**src/rtl/rng_alarm_regs_pkg.sv**
```systemverilog
`timescale 1ns/1ps
package rng_alarm_regs_pkg;
  localparam int ADDR_W = 8;
  localparam int WORD_W = 32;

  localparam logic [ADDR_W-1:0] OFF_STAT   = 8'h10;
  localparam logic [ADDR_W-1:0] OFF_CTRL   = 8'h14;
  localparam logic [ADDR_W-1:0] OFF_CFG    = 8'h18;
  localparam logic [ADDR_W-1:0] OFF_THRESH = 8'h1C;
  localparam logic [ADDR_W-1:0] OFF_FROEN  = 8'h20;
  localparam logic [ADDR_W-1:0] OFF_DETUNE = 8'h24;
  localparam logic [ADDR_W-1:0] OFF_ARMED  = 8'h28;
  localparam logic [ADDR_W-1:0] OFF_STOP   = 8'h2C;
  localparam logic [ADDR_W-1:0] OFF_OPTS   = 8'h78;
  localparam logic [ADDR_W-1:0] OFF_REV    = 8'h7C;

  localparam int BIT_READY  = 0;
  localparam int BIT_SHUT   = 1;
  localparam int BIT_GLOBAL = 10;
  localparam int NUM_HEALTH = 6;

  typedef enum logic [3:0] {
    SEL_NONE, SEL_DATA, SEL_STAT, SEL_CTRL, SEL_CFG, SEL_THRESH,
    SEL_FROEN, SEL_DETUNE, SEL_ARMED, SEL_STOP, SEL_OPTS, SEL_REV
  } reg_sel_e;

  function automatic reg_sel_e decode_addr(input logic [ADDR_W-1:0] a, input int num_words);
    reg_sel_e s;
    s = SEL_NONE;
    if (a[1:0] == 2'b00 && int'(a) < 4 * num_words) s = SEL_DATA;
    else begin
      case (a)
        OFF_STAT:   s = SEL_STAT;
        OFF_CTRL:   s = SEL_CTRL;
        OFF_CFG:    s = SEL_CFG;
        OFF_THRESH: s = SEL_THRESH;
        OFF_FROEN:  s = SEL_FROEN;
        OFF_DETUNE: s = SEL_DETUNE;
        OFF_ARMED:  s = SEL_ARMED;
        OFF_STOP:   s = SEL_STOP;
        OFF_OPTS:   s = SEL_OPTS;
        OFF_REV:    s = SEL_REV;
        default:    s = SEL_NONE;
      endcase
    end
    return s;
  endfunction
endpackage

```
**src/rtl/rng_out_latch.sv**
```systemverilog
`timescale 1ns/1ps
module rng_out_latch #(
  parameter int NUM_WORDS = 4,
  parameter int WORD_W    = 32
) (
  input  logic                        clk,
  input  logic                        rst_n,
  input  logic                        enable,
  input  logic                        src_valid,
  input  logic [NUM_WORDS*WORD_W-1:0] src_data,
  input  logic                        release_req,
  output logic                        take,
  output logic                        ready,
  output logic [NUM_WORDS*WORD_W-1:0] words
);
  logic ready_q, ready_d;

  always_comb begin
    take    = enable & src_valid & ~ready_q;
    ready_d = ready_q;
    if (take)             ready_d = 1'b1;
    else if (release_req) ready_d = 1'b0;
  end

  always_ff @(posedge clk or negedge rst_n) begin
    if (!rst_n) ready_q <= 1'b0;
    else        ready_q <= ready_d;
  end

  for (genvar k = 0; k < NUM_WORDS; k++) begin : g_word
    logic [WORD_W-1:0] word_q;
    always_ff @(posedge clk or negedge rst_n) begin
      if (!rst_n)    word_q <= '0;
      else if (take) word_q <= src_data[k*WORD_W +: WORD_W];
    end
    assign words[k*WORD_W +: WORD_W] = word_q;
  end

  assign ready = ready_q;
endmodule

```
**src/rtl/rng_cause_status.sv**
```systemverilog
`timescale 1ns/1ps
module rng_cause_status #(
  parameter int NUM_CAUSE = 7
) (
  input  logic                 clk,
  input  logic                 rst_n,
  input  logic [NUM_CAUSE-1:0] set_pulse,
  input  logic [NUM_CAUSE-1:0] clr_mask,
  output logic [NUM_CAUSE-1:0] pending
);
  logic [NUM_CAUSE-1:0] stat_q, stat_d;

  always_comb stat_d = (stat_q & ~clr_mask) | set_pulse;

  always_ff @(posedge clk or negedge rst_n) begin
    if (!rst_n) stat_q <= '0;
    else        stat_q <= stat_d;
  end

  assign pending = stat_q;
endmodule

```
**src/rtl/rng_fro_guard.sv**
```systemverilog
`timescale 1ns/1ps
module rng_fro_guard #(
  parameter int NUM_FRO = 8
) (
  input  logic               clk,
  input  logic               rst_n,
  input  logic [NUM_FRO-1:0] alarm_evt,
  input  logic               wr_enable,
  input  logic               wr_armed,
  input  logic               wr_stop,
  input  logic [NUM_FRO-1:0] wdata,
  output logic [NUM_FRO-1:0] fro_en,
  output logic [NUM_FRO-1:0] armed,
  output logic [NUM_FRO-1:0] stopped,
  output logic               shutdown
);
  logic [NUM_FRO-1:0] en_q, en_d, arm_q, arm_d, stp_q, stp_d;
  logic [NUM_FRO-1:0] live, trip, first;

  always_comb begin
    live  = alarm_evt & en_q;
    trip  = live & arm_q;
    first = live & ~arm_q;
    en_d  = en_q;
    arm_d = arm_q;
    stp_d = stp_q;
    if (wr_enable) begin
      en_d  = wdata;
      arm_d = arm_d & ~wdata;
      stp_d = stp_d & ~wdata;
    end
    if (wr_armed) arm_d = arm_d & wdata;
    if (wr_stop)  stp_d = stp_d & wdata;
    arm_d = (arm_d | first) & ~trip;
    en_d  = en_d & ~trip;
    stp_d = stp_d | trip;
  end

  always_ff @(posedge clk or negedge rst_n) begin
    if (!rst_n) begin
      en_q  <= '0;
      arm_q <= '0;
      stp_q <= '0;
    end else begin
      en_q  <= en_d;
      arm_q <= arm_d;
      stp_q <= stp_d;
    end
  end

  assign fro_en   = en_q;
  assign armed    = arm_q;
  assign stopped  = stp_q;
  assign shutdown = |trip;
endmodule

```
**src/rtl/rng_alarm_regs.sv**
```systemverilog
`timescale 1ns/1ps
module rng_alarm_regs
  import rng_alarm_regs_pkg::*;
#(
  parameter int         NUM_WORDS = 4,
  parameter int         NUM_FRO   = 8,
  parameter logic [3:0] REV_MAJOR = 4'd1,
  parameter logic [3:0] REV_MINOR = 4'd0,
  parameter logic [3:0] REV_PATCH = 4'd0
) (
  input  logic                        clk,
  input  logic                        rst_n,
  input  logic                        reg_wr,
  input  logic [7:0]                  reg_addr,
  input  logic [31:0]                 reg_wdata,
  output logic [31:0]                 reg_rdata,
  input  logic                        src_valid,
  input  logic [NUM_WORDS*32-1:0]     src_data,
  output logic                        src_take,
  input  logic [5:0]                  health_fail,
  input  logic [NUM_FRO-1:0]          alarm_evt,
  output logic                        rng_enable,
  output logic [7:0]                  min_refill,
  output logic [15:0]                 max_refill,
  output logic [7:0]                  alarm_thresh,
  output logic [NUM_FRO-1:0]          fro_detune,
  output logic [NUM_FRO-1:0]          fro_en,
  output logic                        irq
);
  localparam int IDX_W = (NUM_WORDS > 1) ? $clog2(NUM_WORDS) : 1;
  localparam logic [31:0] REV_WORD  = {4'h0, REV_MAJOR, REV_MINOR, REV_PATCH, 16'h0};
  localparam logic [31:0] OPTS_WORD = {16'h0, 8'(NUM_WORDS), 8'(NUM_FRO)};

  reg_sel_e sel;
  logic wr_stat, wr_ctrl, wr_cfg, wr_thr, wr_froen, wr_det, wr_arm, wr_stp;

  always_comb begin
    sel      = decode_addr(reg_addr, NUM_WORDS);
    wr_stat  = reg_wr && sel == SEL_STAT;
    wr_ctrl  = reg_wr && sel == SEL_CTRL;
    wr_cfg   = reg_wr && sel == SEL_CFG;
    wr_thr   = reg_wr && sel == SEL_THRESH;
    wr_froen = reg_wr && sel == SEL_FROEN;
    wr_det   = reg_wr && sel == SEL_DETUNE;
    wr_arm   = reg_wr && sel == SEL_ARMED;
    wr_stp   = reg_wr && sel == SEL_STOP;
  end

  // Control and configuration storage
  logic               ctrl_en_q;
  logic [7:1]         ctrl_ie_q;
  logic [7:0]         min_q, thr_q;
  logic [15:0]        max_q;
  logic [NUM_FRO-1:0] det_q;

  always_ff @(posedge clk or negedge rst_n) begin
    if (!rst_n) begin
      ctrl_en_q <= 1'b0;
      ctrl_ie_q <= '0;
    end else if (wr_ctrl) begin
      ctrl_en_q <= reg_wdata[BIT_GLOBAL];
      ctrl_ie_q <= reg_wdata[7:1];
    end
  end

  always_ff @(posedge clk or negedge rst_n) begin
    if (!rst_n) begin
      min_q <= '0;
      max_q <= '0;
    end else if (wr_cfg) begin
      min_q <= reg_wdata[7:0];
      max_q <= reg_wdata[31:16];
    end
  end

  always_ff @(posedge clk or negedge rst_n) begin
    if (!rst_n)      thr_q <= '0;
    else if (wr_thr) thr_q <= reg_wdata[7:0];
  end

  always_ff @(posedge clk or negedge rst_n) begin
    if (!rst_n)      det_q <= '0;
    else if (wr_det) det_q <= reg_wdata[NUM_FRO-1:0];
  end

  // Output latch
  logic                    ready;
  logic [NUM_WORDS*32-1:0] data_q;
  logic                    release_req;

  assign release_req = wr_stat & reg_wdata[BIT_READY];

  rng_out_latch #(.NUM_WORDS(NUM_WORDS), .WORD_W(32)) u_latch (
    .clk(clk), .rst_n(rst_n), .enable(ctrl_en_q), .src_valid(src_valid),
    .src_data(src_data), .release_req(release_req), .take(src_take),
    .ready(ready), .words(data_q)
  );

  // Oscillator guard
  logic [NUM_FRO-1:0] armed_q, stop_q;
  logic               shut_evt;

  rng_fro_guard #(.NUM_FRO(NUM_FRO)) u_guard (
    .clk(clk), .rst_n(rst_n), .alarm_evt(alarm_evt), .wr_enable(wr_froen),
    .wr_armed(wr_arm), .wr_stop(wr_stp), .wdata(reg_wdata[NUM_FRO-1:0]),
    .fro_en(fro_en), .armed(armed_q), .stopped(stop_q), .shutdown(shut_evt)
  );

  // Cause status, bits 7:1
  logic [7:1] stat_q, stat_set, stat_clr;

  always_comb begin
    stat_set = {health_fail, shut_evt};
    stat_clr = wr_stat ? reg_wdata[7:1] : 7'h0;
  end

  rng_cause_status #(.NUM_CAUSE(7)) u_status (
    .clk(clk), .rst_n(rst_n), .set_pulse(stat_set), .clr_mask(stat_clr),
    .pending(stat_q)
  );

  // Read path
  logic [IDX_W-1:0] widx;
  assign widx = reg_addr[IDX_W+1:2];

  always_comb begin
    reg_rdata = '0;
    case (sel)
      SEL_DATA:   reg_rdata = data_q[32*widx +: 32];
      SEL_STAT:   reg_rdata = {24'h0, stat_q, ready};
      SEL_CTRL:   reg_rdata = {21'h0, ctrl_en_q, 2'b00, ctrl_ie_q, 1'b0};
      SEL_CFG:    reg_rdata = {max_q, 8'h0, min_q};
      SEL_THRESH: reg_rdata = {24'h0, thr_q};
      SEL_FROEN:  reg_rdata = 32'(fro_en);
      SEL_DETUNE: reg_rdata = 32'(det_q);
      SEL_ARMED:  reg_rdata = 32'(armed_q);
      SEL_STOP:   reg_rdata = 32'(stop_q);
      SEL_OPTS:   reg_rdata = OPTS_WORD;
      SEL_REV:    reg_rdata = REV_WORD;
      default:    reg_rdata = '0;
    endcase
  end

  assign irq          = ctrl_en_q & |(stat_q & ctrl_ie_q);
  assign rng_enable   = ctrl_en_q;
  assign min_refill   = min_q;
  assign max_refill   = max_q;
  assign alarm_thresh = thr_q;
  assign fro_detune   = det_q;
endmodule

```
**config.mk**
```make
export PLATFORM = sky130hd
export DESIGN_NAME = rng_alarm_regs
export DESIGN_NICKNAME = d
export VERILOG_FILES = /design/src/rtl/rng_alarm_regs_pkg.sv /design/src/rtl/rng_out_latch.sv /design/src/rtl/rng_cause_status.sv /design/src/rtl/rng_fro_guard.sv /design/src/rtl/rng_alarm_regs.sv
export SDC_FILE = /design/constraint.sdc
export NUM_CORES = 1
export LEC_CHECK = 0
export BUFFER_PORTS_ARGS = -buffer_cell sky130_fd_sc_hd__buf_2
export CAP_MARGIN = 30
export CORE_MARGIN = 5
export CORE_UTILIZATION = 55
export CTS_BUF_LIST = sky130_fd_sc_hd__clkbuf_8
export CTS_CLUSTER_SIZE = 14
export DETAILED_ROUTE_END_ITERATION = 12
export GPL_ROUTABILITY_DRIVEN = 0
export PLACE_DENSITY = 0.94
export SETUP_SLACK_MARGIN = 0.05
export SLEW_MARGIN = 10
export SYNTH_ARGS = -nofsm -noshare
export SYNTH_HDL_FRONTEND = slang
export SYNTH_HIERARCHICAL = 1
export SYNTH_SLANG_ARGS = --single-unit
```
**constraint.sdc**
```tcl
create_clock -name clk -period 2.6 [get_ports clk]
set_clock_uncertainty 0.1 [all_clocks]
set_input_delay 0.13 -clock clk [delete_from_list [all_inputs] [get_ports clk]]
set_output_delay 0.13 -clock clk [all_outputs]
set_load 0.02 [all_outputs]
```
# Yosys cells after proc, flatten, opt, wreduce, memory -nomap -nowiden
# Index checks and enable logic that the tools add are counted.
# op_classes
n_eq_ne	21
order_cmp	1
shifts	1
reduce_logical	13
n_bitwise	23
n_mux	11
div	0
multipliers	0
n_addsub	0
# op_table
cell	n
32-bit case mux with 11 select lines	1
128-bit by 8-bit variable part select with 32-bit output	1
8-bit bitwise AND	9
8-bit two-way mux	5
4-bit case mux with 10 select lines	1
8-bit by 5-bit equality test with 1-bit output, second input constant	4
8-bit by 6-bit equality test with 1-bit output, second input constant	4
8-bit NOT	3
4-bit by 3-bit equality test with 1-bit output, second input constant	4
4-bit equality test, second input constant	4
8-bit by 7-bit equality test with 1-bit output, second input constant	2
8-bit OR	2
7-bit bitwise AND	2
1-bit logical AND	9
4-bit by 2-bit equality test with 1-bit output, second input constant	2
8-bit by 5-bit less-than comparator with 1-bit output, second input constant	1
8-bit OR reduction	1
7-bit two-way mux	1
7-bit NOT	1
7-bit OR	1
7-bit OR reduction	1
1-bit bitwise AND	4
4-bit by 1-bit equality test with 1-bit output, second input constant	1
4-bit two-way mux	1
other kinds (4)	5
# word_totals
romBits	0
ramBits	0
memories	0
output_inout_bits	83
latchBits	0
reg_bits	208

# Depth between registers and ports, before layout
# logic_depth
ltp_word	10
depth_mapped	7

# Modules after synthesis
# Netlist, hierarchy kept.
# by_module_without_submodules
module	n_inst	area_per_inst_um2	cells_per_inst
rng_out_latch	1	5208.7	275
rng_alarm_regs	1	3662.3	278
rng_fro_guard	1	1084.8	103
rng_cause_status	1	254.0	21

# Least setup slack after synthesis
# Ideal clock, no wire load.
# synth_timing
kind	input -> output
from	in reg_addr[7]
to	out reg_rdata[10]
slack_ns	-0.004
stages	6
n_path_buf	1
t_arrival_ns	2.374
path_cell_list	or4_1 > buf_2 > nand2b_4 > nor2_4 > nand3_1 > a2111oi_0
# synth_between
elab_chain_cells	5
word_cells_on_any_way	26
# synth_rtl
item	line_no	rtl
start, declared	rng_alarm_regs.sv:14	input logic [7:0] reg_addr,
8-bit by 5-bit less-than comparator with 1-bit output (tied with other cells)	rng_alarm_regs_pkg.sv:30	if (a[1:0] == 2'b00 && int'(a) < 4 * num_words) s = SEL_DATA;
1-bit logical AND or 4-bit case mux with 10 select lines (tied branches)	rng_alarm_regs_pkg.sv:30, rng_alarm_regs_pkg.sv:32	
4-bit two-way mux *	rng_alarm_regs_pkg.sv:30	
4-bit equality test (tied with other cells)	rng_alarm_regs.sv:128	case (sel)
32-bit case mux with 11 select lines *	rng_alarm_regs.sv:128	
end, declared	rng_alarm_regs.sv:16	output logic [31:0] reg_rdata,
# Mark *: on every way between the ends. The rest lies on a longest branch, timed or not.

# Worst setup path in the final report
# layout_timing
from	reg u_latch.g_word[3].word_q[3]
to	out reg_rdata[3]
# layout_between
elab_chain_cells	2
# layout_rtl
item	line_no	rtl
start, declared	rng_out_latch.sv:31	logic [WORD_W-1:0] word_q;
start signal, assigned	rng_out_latch.sv:34	else if (take) word_q <= src_data[k*WORD_W +: WORD_W];
128-bit by 8-bit variable part select with 32-bit output	rng_alarm_regs.sv:129	SEL_DATA: reg_rdata = data_q[32*widx +: 32];
32-bit case mux with 11 select lines	rng_alarm_regs.sv:128	
# No other way between the ends.

==> flow_summary.yaml <==
critical_path:
  startpoint_type: "flop"
  crit_path_max_incr_delay_ps: 530
  critical-path-slowest-cell: "mux4_2"
  crit_path_cell_trace: "mux4_2 -> a22oi_2 -> o21ai_0 -> a211o_1 -> buf_2"
  reg2reg_to: "u_latch/g_word[1].word_q[20]$_DFFE_PN0P_"
  worst-setup-path-type: "reg -> out"
  crit_arrival_ps: 2220
  cp-end-kind: "output pin"
  r2r_slack_ps: 700
  r2r_cells: 4
  required_ps: 2370
  rr_startpoint: "rng_enable$_DFFE_PN0P_"
  crit_fanout: 2
clocking:
  cts_root_buf: "clkbuf_8"
  clock_path_buffers: 3
  cts_made_buffers: 36
  path_clk_slew_ps: 70
  clock_latency_ps: 510
  cts_tree: "built"
  clkSinkCount: 208
  postCtsSetupBuffers: 0
  htreeDepth: 2
final_layout:
  stdcell_area_mm2: 0.01436
  fin_nets: 1331
  fill_cells: 935
  finalNonFillerCells: 1401
  synthToLayoutAreaGrowth_pct: 40.69
  drive_above_1_share_pct: 49.53
floorplanning:
  pin_count: 269
  dieArea_mm2: 0.02139
  fp.coreArea_mm2: 0.01815
  die_h_um: 146.2
  dieWidth_um: 146.2
  rows: 49
  start_util_pct: 56.26
global_route:
  grt_pass1_vias: 9629
  grt_max_degree: 64
  antenna_found_initial: 5
  grt_usage_pct: 33.91
  grt_overflow: 0
  grt_pass1_wl_um: 56270
yosys:
  ys_seq_elements: 208
  synth.avg_cell_area_um2: 15.08
  postSynth.asyncResetShare_pct: 100.0
  syn-cell-area_mm2: 0.01021
  ys_seq_area_share_pct: 50.98
  synth_edf_count: 0
  yosysUniqueCellTypes: 50
  synthCells: 677
  syn_nets: 863
  ys.flop_type: "dfrtp_1"
  yosys_warnings: 6
sta:
  finalSetupTns_ps: 0
  hold_violations: 0
  setup_ws_ps: 145.3
  period_share_pct: 94.41
  slew_violations: 0
  worstMarginPinSlew_ps: 552.6
  post-route-min-period_ps: 2455
  rsz0062_at_grt: "no"
  fmax_mhz: 407.4
  relSlewSlack_pct: 63.16
  setup_violations: 0
power_and_ir_drop:
  power_density_mw_per_mm2: 523.5
  ir_drop_v: 0.0004485
  p_leak_nw: 7.577
  power_mw: 7.520
place:
  pre_cts_ws_ps: 176.0
  post_dp_cell_area_mm2: 0.01189
  dp_hpwl_um: 20530
  numPortBuffers: 261
  post-place-cells: 1158
routing:
  dr.pass1.iters: 5
  first_iter_violations: 762
  vias: 8546
  drt.antenna.violating_nets: 0
  totalWireLength_um: 36860
  via_per_inst: 6.100
  avgRoutedWirePerCell_um: 26.31
  drcViolationCount: 0
run_status:
  outcome: "completed"
min_path:
  hp-class: "in -> async"
job:
  cap_violations: 0
[critical path: cells and delay by family, from the launching register on]
family / cells / cell delay [ps]
AOI/OAI and AO/OA: 3 / 620
buffers and inverters: 1 / 160
DFF: 1 / 400
muxes: 1 / 530
[layer usage]
layer | GRT usage (%) | vias up | wire, um
met3 | 8.584 | 191 | 2995
li1 | - | 3476 | -
met5 | 0 | - | 0
met4 | 20.56 | 0 | 2295
met1 | 38.56 | 4284 | 12860
met2 | 57.70 | 595 | 18700
[cell usage in the layout (no fill, tap or decap), types with 3 or more instances in the layout]
cell and instances:
buf_2 259, dfrtp_1 208, dlygate4sd3_1 178, mux2_4 118, mux2_2 59, clkbuf_8 44
mux4_2 39, nand2_1 31, a22o_1 21, buf_4 21, inv_1 19, a22oi_1 16
nand2b_1 14, nand3_1 13, and3_1 12, o21ai_0 12, and2_1 8, clkinv_2 8
buf_12 8, o2111ai_1 8, a21oi_1 7, a21o_1 7, diode_2 5, nor2_1 5
a31o_1 5, or2b_1 4, nor4_2 3, nor2_4 3, nand2_2 3
[final cells by class]
type | count | area (um2) | share of cell area (%)
timing repair buffer | 467 | 3410 | 23.74
clock buffer | 43 | 591.8 | 4.120
antenna | 5 | 12.51 | 0.08711
multi-input combinational | 420 | 4731 | 32.94
clock inverter | 17 | 82.58 | 0.5749
sequential | 208 | 5205 | 36.24
inverter | 12 | 45.04 | 0.3136
tap | 229 | 286.5 | 1.995
[flip-flops by register name, indices dropped and copies added (netlist names)]
register and cells:
u_guard/stopped 8, u_guard/armed 8, ctrl_ie_q 7, alarm_thresh 8
min_refill 8, fro_detune 8, u_guard/fro_en 8, max_refill 16
u_status/pending 7, rng_enable 1, u_latch/g_word.word_q 128, u_latch/ready 1
[power breakdown]
| group | internal (mW) | switching [mW] | total (mW) | leakage (nW) |
|---|---|---|---|---|
| Combinational | 0.587 | 0.478 | 1.07 | 4.35 |
| Sequential | 3.39 | 0.150 | 3.54 | 2.84 |
| Clock | 1.50 | 1.41 | 2.91 | 0.382 |
| Total | 5.48 | 2.04 | 7.52 | 7.58 |
[how the worst max path moves through the flow]
stage / startpoint / endpoint / cells after the start
finish: u_latch/g_word[3].word_q[3]$_DFFE_PN0P_ / reg_rdata[3] / 5
global route: u_latch/g_word[3].word_q[3]$_DFFE_PN0P_ / reg_rdata[3] / 5
CTS: u_latch/g_word[3].word_q[3]$_DFFE_PN0P_ / reg_rdata[3] / 5
detailed placement: reg_addr[7] / reg_rdata[10] / 7
global placement: reg_addr[7] / reg_rdata[10] / 7
floorplan: reg_addr[7] / reg_rdata[10] / 6
[logic make-up (layout without fill, tap and decap cells)]
kind of cell / Yosys count / count (layout) / synth area share (%)
buf+inv: 49 / 539 / 2.953
flops: 208 / 208 / 50.98
xor+xnor: 1 / 1 / 0.08580
mux: 217 / 217 / 32.56
other cells: 0 / 5 / 0
simple gates: 115 / 115 / 7.010
compound gates: 87 / 87 / 6.409
[synthesized netlist by cell type (4+ instances only)]
master       n  area [um2]
dfrtp_1    208        5205
mux2_4     118        1772
mux2_2      59       664.4
mux4_2      39       878.3
nand2_1     31       116.4
a22o_1      21       183.9
a22oi_1     17       127.6
nand2b_1    14       87.58
buf_6       13       146.4
nand3_1     13       65.06
and3_1      12       75.07
inv_1       12       45.04
o21ai_0     12       60.06
buf_2       10       50.05
clkbuf_1     9       33.78
and2_1       8       50.05
o2111ai_1    8       70.07
a21o_1       7       52.55
a21oi_1      7       35.03
a31o_1       5       43.79
nor2_1       5       18.77
or2b_1       4       30.03
[metrics by stage]
| stage | util, % | hold WS [ps] |
|---|---|---|
| after floorplan | - | -265.6 |
| after global placement | 65.50 | 61.29 |
| after detailed placement | 65.50 | 66.58 |
| after CTS | 79.03 | 78.07 |
| after global routing | 79.15 | 91.86 |
| final | 79.15 | 79.18 |
[what timing repair did]
| action | CTS | global route |
|---|---|---|
| resized for setup | 0 | 2 |
| hold endpoints to repair | 328 | 0 |
| hold buffers | 178 | 0 |
| endpoints found under the setup margin | 0 | 8 |
(Power assumes the default switching activity.)
